===== config.mk =====
export PLATFORM = sky130hd
export DESIGN_NAME = evtcnt_status
export DESIGN_NICKNAME = d
export VERILOG_FILES = /design/src/rtl/evtcnt_pkg.sv /design/src/rtl/evtcnt_core.sv /design/src/rtl/evtcnt_sticky.sv /design/src/rtl/evtcnt_latch.sv /design/src/rtl/evtcnt_status.sv
export SDC_FILE = /design/constraint.sdc
export NUM_CORES = 1
export LEC_CHECK = 0
export BUFFER_PORTS_ARGS = -buffer_cell sky130_fd_sc_hd__buf_2
export CORE_MARGIN = 8
export CORE_UTILIZATION = 54
export DETAILED_ROUTE_END_ITERATION = 16
export PLACE_DENSITY = 0.85
export SLEW_MARGIN = 5
export SYNTH_ARGS = -nofsm -noshare
export SYNTH_HDL_FRONTEND = slang
export SYNTH_SLANG_ARGS = --single-unit

===== constraint.sdc =====
create_clock -name clk -period 4.4 [get_ports clk]
set_input_delay 0.22 -clock clk [delete_from_list [all_inputs] [get_ports clk]]
set_output_delay 0.22 -clock clk [all_outputs]
set_load 0.005 [all_outputs]

===== src/rtl/evtcnt_pkg.sv =====
// Shared constants and types for the event counter status block.
// Bit positions are the software-visible layout of the status word.
package evtcnt_pkg;

    localparam int STAT_W = 32;

    localparam int POS_BOR  = 0;
    localparam int POS_CRY  = 1;
    localparam int POS_MAT  = 2;
    localparam int POS_SGN  = 3;
    localparam int POS_DIR  = 4;
    localparam int POS_LAT  = 5;
    localparam int POS_LOST = 6;
    localparam int POS_SGL  = 7;
    localparam int POS_MIRQ = 8;
    localparam int POS_CIRQ = 9;
    localparam int USED_W   = 10;

    // Write-1-clear flags kept by generic sticky cells
    localparam int NSTICKY = 5;
    localparam int IDX_BOR  = 0;
    localparam int IDX_CRY  = 1;
    localparam int IDX_MAT  = 2;
    localparam int IDX_LOST = 3;
    localparam int IDX_CIRQ = 4;
    localparam int STICKY_POS [NSTICKY] = '{POS_BOR, POS_CRY, POS_MAT, POS_LOST, POS_CIRQ};

    typedef enum logic [1:0] {
        MODE_UPDN   = 2'b00,
        MODE_DIRCNT = 2'b01,
        MODE_SINGLE = 2'b10,
        MODE_ALT    = 2'b11
    } cnt_mode_e;

endpackage


===== src/rtl/evtcnt_core.sv =====
// Wrapping up/down counter.
// Produces single-cycle wrap pulses and remembers the last step direction.
// Assumes step_i is a one-cycle pulse already synchronised to clk.
module evtcnt_core #(
    parameter int CNT_W = 32
) (
    input  logic             clk,
    input  logic             rst_n,
    input  logic             en_i,
    input  logic             step_i,
    input  logic             up_i,
    output logic [CNT_W-1:0] count_o,
    output logic             wrap_up_o,
    output logic             wrap_dn_o,
    output logic             last_up_o
);

    logic step_ok;
    logic at_max;
    logic at_zero;

    // Qualify steps and detect the two wrap boundaries
    always_comb begin
        step_ok   = en_i & step_i;
        at_max    = &count_o;
        at_zero   = ~|count_o;
        wrap_up_o = step_ok & up_i & at_max;
        wrap_dn_o = step_ok & ~up_i & at_zero;
    end

    // Count register and last-direction memory
    always_ff @(posedge clk) begin
        if (!rst_n) begin
            count_o   <= '0;
            last_up_o <= 1'b0;
        end else if (step_ok) begin
            count_o   <= up_i ? count_o + 1'b1 : count_o - 1'b1;
            last_up_o <= up_i;
        end
    end

endmodule


===== src/rtl/evtcnt_sticky.sv =====
// One write-1-clear flag.
// A hardware set event on the same edge as a clear wins.
module evtcnt_sticky (
    input  logic clk,
    input  logic rst_n,
    input  logic set_i,
    input  logic clr_i,
    output logic q_o
);

    // Set has priority over clear
    always_ff @(posedge clk) begin
        if (!rst_n)
            q_o <= 1'b0;
        else if (set_i)
            q_o <= 1'b1;
        else if (clr_i)
            q_o <= 1'b0;
    end

endmodule


===== src/rtl/evtcnt_latch.sv =====
// Count capture with a one-entry handshake.
// A request is accepted only while the previous capture has been consumed.
// A refused request keeps the old value and reports a loss pulse.
module evtcnt_latch #(
    parameter int CNT_W = 32
) (
    input  logic             clk,
    input  logic             rst_n,
    input  logic             req_i,
    input  logic             rd_i,
    input  logic             wclr_i,
    input  logic [CNT_W-1:0] count_i,
    output logic [CNT_W-1:0] latch_o,
    output logic             full_o,
    output logic             lost_o
);

    logic take;

    // Accept or refuse the incoming request
    always_comb begin
        take   = req_i & ~full_o;
        lost_o = req_i & full_o;
    end

    // Holding register, loaded only on an accepted request
    always_ff @(posedge clk) begin
        if (!rst_n)
            latch_o <= '0;
        else if (take)
            latch_o <= count_i;
    end

    // Full flag: set by a capture, cleared by a read or a write-1
    always_ff @(posedge clk) begin
        if (!rst_n)
            full_o <= 1'b0;
        else if (take)
            full_o <= 1'b1;
        else if (rd_i | wclr_i)
            full_o <= 1'b0;
    end

endmodule


===== src/rtl/evtcnt_status.sv =====
// Event counter with status word and interrupt line.
// Assumes all pulse inputs are synchronous one-cycle strobes.
// The status word is combinationally readable at all times.
module evtcnt_status
    import evtcnt_pkg::*;
#(
    parameter int CNT_W = 32
) (
    input  logic              clk,
    input  logic              rst_n,
    input  logic              cnt_en_i,
    input  logic [1:0]        cnt_mode_i,
    input  logic              step_i,
    input  logic              step_up_i,
    input  logic [CNT_W-1:0]  cmp_val_i,
    input  logic              latch_req_i,
    input  logic              ctl_irq_i,
    input  logic              wr_en_i,
    input  logic [STAT_W-1:0] wr_data_i,
    input  logic              out_rd_i,
    input  logic              irq_en_match_i,
    input  logic              irq_en_ctl_i,
    output logic [STAT_W-1:0] status_o,
    output logic [CNT_W-1:0]  count_o,
    output logic [CNT_W-1:0]  latch_o,
    output logic              irq_o
);

    cnt_mode_e          mode;
    logic               wrap_up;
    logic               wrap_dn;
    logic               last_up;
    logic               lat_full;
    logic               lat_lost;
    logic               sign_q;
    logic               dir_bit;
    logic               sgl_bit;
    logic [NSTICKY-1:0] st_set;
    logic [NSTICKY-1:0] st_q;

    assign mode = cnt_mode_e'(cnt_mode_i);

    evtcnt_core #(.CNT_W(CNT_W)) u_core (
        .clk       (clk),
        .rst_n     (rst_n),
        .en_i      (cnt_en_i),
        .step_i    (step_i),
        .up_i      (step_up_i),
        .count_o   (count_o),
        .wrap_up_o (wrap_up),
        .wrap_dn_o (wrap_dn),
        .last_up_o (last_up)
    );

    evtcnt_latch #(.CNT_W(CNT_W)) u_latch (
        .clk     (clk),
        .rst_n   (rst_n),
        .req_i   (latch_req_i),
        .rd_i    (out_rd_i),
        .wclr_i  (wr_en_i & wr_data_i[POS_LAT]),
        .count_i (count_o),
        .latch_o (latch_o),
        .full_o  (lat_full),
        .lost_o  (lat_lost)
    );

    // Collect hardware set events of the sticky flags
    always_comb begin
        st_set           = '0;
        st_set[IDX_BOR]  = wrap_dn;
        st_set[IDX_CRY]  = wrap_up;
        st_set[IDX_MAT]  = (count_o == cmp_val_i);
        st_set[IDX_LOST] = lat_lost;
        st_set[IDX_CIRQ] = ctl_irq_i;
    end

    generate
        for (genvar i = 0; i < NSTICKY; i++) begin : g_sticky
            evtcnt_sticky u_flag (
                .clk   (clk),
                .rst_n (rst_n),
                .set_i (st_set[i]),
                .clr_i (wr_en_i & wr_data_i[STICKY_POS[i]]),
                .q_o   (st_q[i])
            );
        end
    endgenerate

    // Sign follows the direction of the most recent wrap
    always_ff @(posedge clk) begin
        if (!rst_n)
            sign_q <= 1'b0;
        else if (wrap_up)
            sign_q <= 1'b1;
        else if (wrap_dn)
            sign_q <= 1'b0;
    end

    // Live indicators that depend on mode and enable
    always_comb begin
        dir_bit = (mode == MODE_DIRCNT) ? step_up_i : last_up;
        sgl_bit = (mode == MODE_SINGLE) & cnt_en_i;
    end

    // Assemble the status word; unused upper bits stay zero
    always_comb begin
        status_o           = '0;
        status_o[POS_BOR]  = st_q[IDX_BOR];
        status_o[POS_CRY]  = st_q[IDX_CRY];
        status_o[POS_MAT]  = st_q[IDX_MAT];
        status_o[POS_SGN]  = sign_q;
        status_o[POS_DIR]  = dir_bit;
        status_o[POS_LAT]  = lat_full;
        status_o[POS_LOST] = st_q[IDX_LOST];
        status_o[POS_SGL]  = sgl_bit;
        status_o[POS_MIRQ] = st_q[IDX_MAT];
        status_o[POS_CIRQ] = st_q[IDX_CIRQ];
    end

    // Interrupt line: gated OR of the two pending bits
    always_comb begin
        irq_o = (st_q[IDX_MAT] & irq_en_match_i) | (st_q[IDX_CIRQ] & irq_en_ctl_i);
    end

endmodule


==> results.rst, run 1 <==
.. list-table::
   :header-rows: 1

   * - Metric
     - Value
   * - Clock tree sinks
     - 72
   * - Number of nets in the layout
     - approximately 860
   * - Fillcell total
     - ~760
   * - Routed via count
     - about 5.3k
   * - Endpoint class of the critical path
     - register
   * - Syn Inst Count
     - 652
   * - P&R area growth vs syn
     - 15.3%
   * - Number of hold violations in the final report
     - 0
   * - Max Fclk
     - roughly 0.32 GHz
   * - Slowest Stage Delay on Critical Path
     - about 630 ps
   * - Gr ovfl total
     - 0
   * - Maximum buffer depth of the clock tree
     - 2
   * - Kind of start point of the critical path
     - register
   * - Clock tree from TritonCTS
     - built
   * - Unrepaired setup endpoints after global routing
     - false
   * - Initial Util
     - a little over half
   * - Required @ worst endpoint
     - about 4700 ps
   * - Detailed-route vias per instance
     - between 6 and 7
   * - Share of flip-flops with an asynchronous set or reset
     - 0%
   * - Pwr/cell area
     - around 320 nW/µm²
   * - Kind of cell adding the most delay to the critical path
     - compound AO/OA/AOI/OAI gates
   * - Sequential-to-total area share from yosys stat
     - between 20% and 30%
   * - CTS Buf Count
     - 9
   * - Total die area
     - ~13000 µm²
   * - Worst VDD drop
     - around 140 µV
   * - Clock latency at the later pin of the worst-skew pair
     - about 360 ps
   * - Global-route wire length before repair
     - between 20000 and 30000 µm
   * - Worst-Margin Slew
     - about 1300 ps
   * - #FFs+latches synth
     - 72
   * - Post-layout utilization of the core
     - 63.0%
   * - Final TNS setup
     - 0 ps
   * - Final Cycle Share
     - 70.3%
   * - PostCTS Resize Cnt
     - 0
   * - Startpoint of the worst hold path
     - ctl_irq_i
   * - Clock transition at path regs
     - around 90 ps
   * - Most numerous cell on the critical path
     - o211ai_2
   * - Setup violations, final
     - 0
   * - Number of rows created at floorplan
     - 35
   * - Die extent in y
     - ~110 µm
   * - Fraction of layout cells with a size suffix above 1
     - 20.9%
   * - Post-synth EDFFs
     - 0
   * - Critical Path Slowest Stage Cell
     - dfxtp_1
   * - Number of H-tree levels
     - 3
   * - Post-CTS setup buffer count
     - 0
   * - Count of inserted antenna diode cells
     - 0
   * - Via count of the first global-routing pass
     - 5151
   * - Worst hold stages
     - 3
   * - Crit path buffers/inverters
     - 1
   * - Cts-stage hold buffer count
     - 0
   * - Sw Share
     - between 30% and 40%
   * - Worst Reg2Reg Path Length in Cells
     - 10
   * - Final critical path time including I/O delays and setup
     - slightly above 3000 ps
   * - Average footprint of a synthesized cell
     - approximately 7.6 µm²
   * - Synth cell types
     - between 50 and 60
   * - Clock share of power
     - 33.8%
   * - Capturing point of the worst reg2reg path
     - u_core.count_o[30]$_SDFFE_PN0P_
   * - Hold slack final
     - about 110 ps
   * - Initial antenna violation count
     - 0
   * - DRC violation total after the first TritonRoute iteration
     - between 700 and 800
   * - Total wirelength of the detailed-routed design
     - around 16000 µm
   * - Result of the run
     - finished clean
   * - Post-placement cell area
     - ~5500 µm²
   * - Average detailed-routed wire length per instance
     - 18.3 µm
   * - Reg power frac
     - between 40% and 50%
   * - Pin count of the biggest net entering global routing
     - 63
   * - Switching power summed over all nets
     - between 600 and 700 µW
   * - Global-route usage over all layers
     - 24.7%
   * - Leakage power total
     - about 2.6 nW
   * - Reg-to-reg critical path startpoint
     - u_core.count_o[0]$_SDFFE_PN0P_
   * - Ys flop type
     - dfxtp_1
   * - GP Congestion
     - slightly below 1
   * - Critical setup path kind
     - register to register
   * - Endpoint, Worst Hold
     - g_sticky[4].u_flag.q_o$_SDFFE_PN0P_
   * - Number of pins with negative max-slew slack in the final report
     - 0
   * - Relative max-transition margin
     - 14.1%
   * - Post-route ant nets
     - 0
   * - Root buffer cell
     - clkbuf_8
   * - Cell Chain, Critical Path
     - inv_1, fa_1, nand2b_1, a21oi_2, o21ai_2, o211ai_2, o211ai_2, a2111o_1, and3_1, o32ai_1
   * - Die width
     - 112 µm
   * - Combinational group share of total power
     - between 20% and 30%
   * - Worst clock skew on the final layout
     - 12.5 ps
   * - Standard cell core area
     - a little over 9000 µm²
   * - Number of max-cap violations
     - 0
   * - Netlist area before placement
     - roughly 5000 µm²
   * - R2R setup slack
     - about 1300 ps
   * - Count of input and output buffers
     - 125
   * - Cell internal pwr
     - 1.21 mW
   * - HPWL after detailed placement
     - roughly 12000 µm
   * - Crit path max fanout
     - 8
   * - Arrival time worst endpoint
     - 3360 ps
   * - DRT Pass-1 Iters
     - 5
   * - Area of all placed cells without fillers
     - about 5700 µm²
   * - Yosys Warn Count
     - 0
   * - Count of unresolved DRC violations after routing
     - 0
   * - Classification of the worst-slack hold path
     - primary input to register
   * - Top-Level Pins
     - 174
-- cells in the mapped netlist, types with 5 or more instances --
cell,n,area (µm²)
nand2b_1,7,43.8
ha_1,30,375
and3_1,7,43.8
xnor2_1,42,368
clkbuf_1,24,90.1
nor2_1,18,67.6
nor2b_1,6,37.5
nand3_1,19,95.1
a21o_1,17,128
o31ai_1,6,45.0
nand2_1,123,462
a211oi_1,5,37.5
o211ai_1,9,67.6
nor3_1,13,65.1
dfxtp_1,72,1440
nand4_1,22,138
o21ai_0,12,60.1
nor4_1,10,62.6
o21bai_1,7,52.6
inv_1,13,48.8
nand3b_1,5,37.5
buf_4,32,240
o21a_1,7,52.6
a21oi_1,87,435
-- metrics by stage --
stage,total power [mW],instances,worst slack [ps]
floorplan,1.07,673,1550
global placement,1.19,854,1210
detailed placement,1.21,854,1070
CTS,1.81,870,1340
global route,1.91,870,1140
finish,1.82,870,1310
-- sequential cells by signal (all words and copies together) (netlist names) --
| register | cells |
|---|---|
| u_core.count_o | 32 |
| g_sticky.u_flag.q_o | 5 |
| u_core.last_up_o | 1 |
| u_latch.full_o | 1 |
| sign_q | 1 |
| u_latch.latch_o | 32 |
-- metal layers --
| layer | global-route usage [%] | part of all wire [%] | up-vias | wire length, µm |
|---|---|---|---|---|
| met5 | 0 | 0 | - | 0 |
| met4 | 8.36 | 2.5 | 0 | 390 |
| met3 | 6.49 | 10 | 39 | 1670 |
| met2 | 42.1 | 47 | 296 | 7430 |
| met1 | 29.6 | 40 | 2481 | 6400 |
| li1 | - | - | 2484 | - |
-- layout by cell type (no fill, tap or decap), types with 7 or more instances in the layout --
| cell type | count |
|---|---|
| nor2_1 | 18 |
| o21bai_1 | 7 |
| nor3_1 | 13 |
| a21oi_1 | 87 |
| xnor2_1 | 42 |
| dfxtp_1 | 72 |
| nand4_1 | 22 |
| nor4_1 | 10 |
| nand2b_1 | 7 |
| nand3_1 | 19 |
| ha_1 | 30 |
| and3_1 | 7 |
| clkbuf_8 | 10 |
| nand2_1 | 123 |
| inv_1 | 13 |
| conb_1 | 22 |
| o211ai_1 | 9 |
| buf_2 | 125 |
| a21o_1 | 17 |
| o21a_1 | 7 |
| o21ai_0 | 12 |
-- how the worst max path moves through the flow --
stage,cells past startpoint,endpoint,slack (ps),start
global route,10,u_core.count_o[30]$_SDFFE_PN0P_,1140,u_core.count_o[0]$_SDFFE_PN0P_
detailed placement,10,u_core.count_o[31]$_SDFFE_PN0P_,1070,step_up_i
floorplan,10,u_core.count_o[31]$_SDFFE_PN0P_,1550,step_up_i
finish,10,u_core.count_o[30]$_SDFFE_PN0P_,1310,u_core.count_o[0]$_SDFFE_PN0P_
global placement,9,u_core.count_o[29]$_SDFFE_PN0P_,1210,step_up_i
CTS,10,u_core.count_o[30]$_SDFFE_PN0P_,1340,u_core.count_o[0]$_SDFFE_PN0P_
-- power groups by stage --
stage	registers [mW]	clock network, mW	logic [mW]
after CTS	0.753	0.615	0.444
after detailed placement	0.768	0	0.441
after global routing	0.760	0.648	0.500
after floorplan	0.743	0	0.331
final	0.756	0.615	0.449
after global placement	0.766	0	0.426
-- final cells by class --
cell class	instances	area [µm²]	area share, %
Clock inverter	6	90.1	1.57
Tap cell	111	139	2.42
Clock buffer	10	138	2.40
Inverter	14	52.6	0.915
Timing Repair Buffer	129	656	11.4
Multi-Input combinational cell	528	3230	56.2
Sequential cell	72	1440	25.1
-- logic make-up after synthesis --
| family | count (synthesis) | synth area share [%] |
|---|---|---|
| simple gates | 245 | 23.2 |
| flops | 72 | 28.9 |
| buf+inv | 73 | 7.94 |
| other cells | 1 | 0.0753 |
| xor+xnor | 46 | 8.09 |
| fa+ha+maj | 31 | 7.94 |
| compound gates | 184 | 23.8 |
-- worst reg2reg max path, delay by kind of cell, from the launching register on --
kind	cells	cell delay, ps
AOI/OAI and AO/OA	6	1440
adders and majority gates	1	420
buffers and inverters	1	120
DFF	1	630
and+or+nand+nor	2	400
No activity file was read; power rests on OpenSTA's default activity.
==> run 2, diff against run 1 <==
Settings changed: CORE_UTILIZATION 54 to 51, PLACE_DENSITY 0.85 to 0.81.
Clock period 4.4 ns to 2.9 ns, I/O delays scaled along.
==> run 2 against run 1 <==
  * Sequential cell count did not move
  * Power rose by 48%
  * Sequential power rose by 46%
  * Critical path depth did not move
  * Sequential share of layout area fell by 1.1 points
  * Setup slack got worse by 1100 ps
  * Utilization fell by 0.85 points
  * Clock power rose by 31%
  * Via count rose by 0.53%
  * Clock-buffer cell count fell by 1
  * Combinational power rose by 76%
  * First-iteration DRC count fell by 34%
  * Critical endpoint unchanged
  * Largest power group unchanged
==> results.rst, run 2 (synthesized netlist as in run 1, its figures left out) <==
.. list-table::
   :header-rows: 1

   * - Metric
     - Value
   * - CTS Buf Count
     - 9 (unchanged)
   * - Max Fclk
     - 0.366 GHz (+13%)
   * - Worst VDD drop
     - 278 µV (+94%)
   * - Post-CTS setup buffer count
     - 0 (unchanged)
   * - HPWL after detailed placement
     - 12700 µm (+7.5%)
   * - Final TNS setup
     - 0 ps (unchanged)
   * - Fraction of layout cells with a size suffix above 1
     - 24.2% (+3.3 points)
   * - Maximum buffer depth of the clock tree
     - 2 (unchanged)
   * - Root buffer cell
     - clkbuf_8
   * - Setup violations, final
     - 0 (unchanged)
   * - Worst-Margin Slew
     - 851 ps (-431 ps)
   * - Total die area
     - 13200 µm² (+5.0%)
   * - Cts-stage hold buffer count
     - 0 (unchanged)
   * - Via count of the first global-routing pass
     - 5183 (+0.62%)
   * - Number of nets in the layout
     - 896 (+3.9%)
   * - Number of rows created at floorplan
     - 36 (+2.9%)
   * - Count of inserted antenna diode cells
     - 0 (unchanged)
   * - Required @ worst endpoint
     - 3170 ps (-1490 ps)
   * - Standard cell core area
     - 9640 µm² (+5.8%)
   * - Worst setup slack before clock tree synthesis
     - 153 ps (-914 ps)
   * - Kind of start point of the critical path
     - register
   * - Most common library cell in the layout ignoring fill and taps
     - buf_2
   * - Average detailed-routed wire length per instance
     - 18.0 µm (-1.6%)
   * - Number of H-tree levels
     - 3 (unchanged)
   * - DRT Pass-1 Iters
     - 6 (+1)
   * - Die extent in y
     - 115 µm (+2.5%)
   * - Detailed-route vias per instance
     - 5.76 (-5.4%)
   * - Initial Util
     - 51.7% (-3.0 points)
   * - Unrepaired setup endpoints after global routing
     - false
   * - Crit path max fanout
     - 4 (-4)
   * - Total wirelength of the detailed-routed design
     - 16600 µm (+4.6%)
   * - P&R area growth vs syn
     - 20.3%
   * - Relative max-transition margin
     - 43.3% (+29 points)
   * - Leakage power total
     - 2.76 nW (+6.1%)
   * - Endpoint class of the critical path
     - register
   * - Final critical path time including I/O delays and setup
     - 2730 ps (-361 ps)
   * - Count of input and output buffers
     - 125 (unchanged)
   * - PostCTS Resize Cnt
     - 0 (unchanged)
   * - Routed via count
     - 5328 (+0.53%)
   * - GP Congestion
     - 0.912 (-5.5%)
   * - Top flop regs
     - u_core.count_o x32, u_latch.latch_o x32, g_sticky.u_flag.q_o x5
   * - Post-route ant nets
     - 0 (unchanged)
   * - Pwr/cell area
     - 449 nW/µm² (+42%)
   * - Number of hold violations in the final report
     - 0 (unchanged)
   * - Arrival time worst endpoint
     - 3010 ps (-350 ps)
   * - Number of max-cap violations
     - 0 (unchanged)
   * - Top-Level Pins
     - 174 (unchanged)
   * - Result of the run
     - finished clean
   * - Clock latency at the later pin of the worst-skew pair
     - 370 ps (about the same)
   * - Clock tree from TritonCTS
     - built
   * - Clock tree sinks
     - 72 (unchanged)
   * - Setup slack after layout
     - 167 ps (-1140 ps)
   * - Count of unresolved DRC violations after routing
     - 0 (unchanged)
   * - DRC violation total after the first TritonRoute iteration
     - 479 (-34%)
   * - Most frequent cells in the layout
     - buf_2, nand2_1, a21oi_1
   * - Die width
     - 115 µm (+2.5%)
   * - Worst clock skew on the final layout
     - 11.3 ps (-1.23 ps)
   * - Initial antenna violation count
     - 0 (unchanged)
   * - Final Cycle Share
     - 94.3% (+24 points)
   * - Global-route usage over all layers
     - 24.5% (-0.26 points)
   * - Number of pins with negative max-slew slack in the final report
     - 0 (unchanged)
   * - Clock transition at path regs
     - 80 ps (about the same)
   * - Classification of the worst-slack hold path
     - primary input to register
   * - Pin count of the biggest net entering global routing
     - 34 (-46%)
   * - Global-route wire length before repair
     - 26000 µm (+0.10%)
   * - Gr ovfl total
     - 0 (unchanged)
   * - Critical setup path kind
     - register to register
## run 2: cell count changes in the layout (fill, tap and decap cells not counted), sizes merged
cell,previous run,this run
bufinv,2,1
inv,16,14
clkbuf,10,9
buf,129,163
clkinv,1,4
## run 2: area by class of cell
class | count | area (µm²)
Fill cell | 897 | 3640
Clock inverter | 6 | 61.3
Inverter | 14 | 52.6
Clock buffer | 9 | 124
Tap cell | 133 | 166
Sequential cell | 72 | 1440
Timing Repair Buffer | 163 | 923
Multi-Input combinational cell | 528 | 3230
## run 2: where the power goes
group | leakage (nW) | switching (mW) | internal [mW]
Combinational | 2.08 | 0.454 | 0.334
Clock | 0.0948 | 0.415 | 0.390
Sequential | 0.586 | 0.0614 | 1.04
## run 2: final timing paths
path	startpoint	endpoint	slack, ps	cells past startpoint
hold reg to reg	u_latch.latch_o[9]$_SDFFE_PN0P_	u_latch.latch_o[9]$_SDFFE_PN0P_	450	2
setup / recovery	u_core.count_o[0]$_SDFFE_PN0P_	u_core.count_o[30]$_SDFFE_PN0P_	170	10
setup reg to reg	u_core.count_o[0]$_SDFFE_PN0P_	u_core.count_o[30]$_SDFFE_PN0P_	170	10
hold / removal	ctl_irq_i	g_sticky[4].u_flag.q_o$_SDFFE_PN0P_	7	3
## run 2: metal layers
metal | part of all wire [%] | GRT usage (%)
met5 | 0 | 0
met1 | 42 | 29.6
met4 | 1.6 | 7.44
met2 | 46 | 41.9
met3 | 10 | 6.14
## run 2: metrics by stage
stage          power, mW  area [µm²]  cells  hold slack (ps)  utilization (%)
5_1_grt             2.83        5990    925             15.4             62.2
3_5_place_dp        1.90        5810    910              373             60.3
3_3_place_gp        1.88        5810    910              354             60.3
2_1_floorplan       1.63        5060    673              262                -
6_report            2.69        5990    925             6.67             62.2
4_1_cts             2.69        5990    925             8.04             62.2
## run 2: critical path: stages, from the launching register on
cell and delay (ps):
dfxtp_1 330, inv_1 50, fa_1 410, nand2b_1 200, a21oi_2 200, o21ai_2 120, o211ai_2 280, o211ai_2 150
a2111o_1 460, and3_1 200, o32ai_1 240
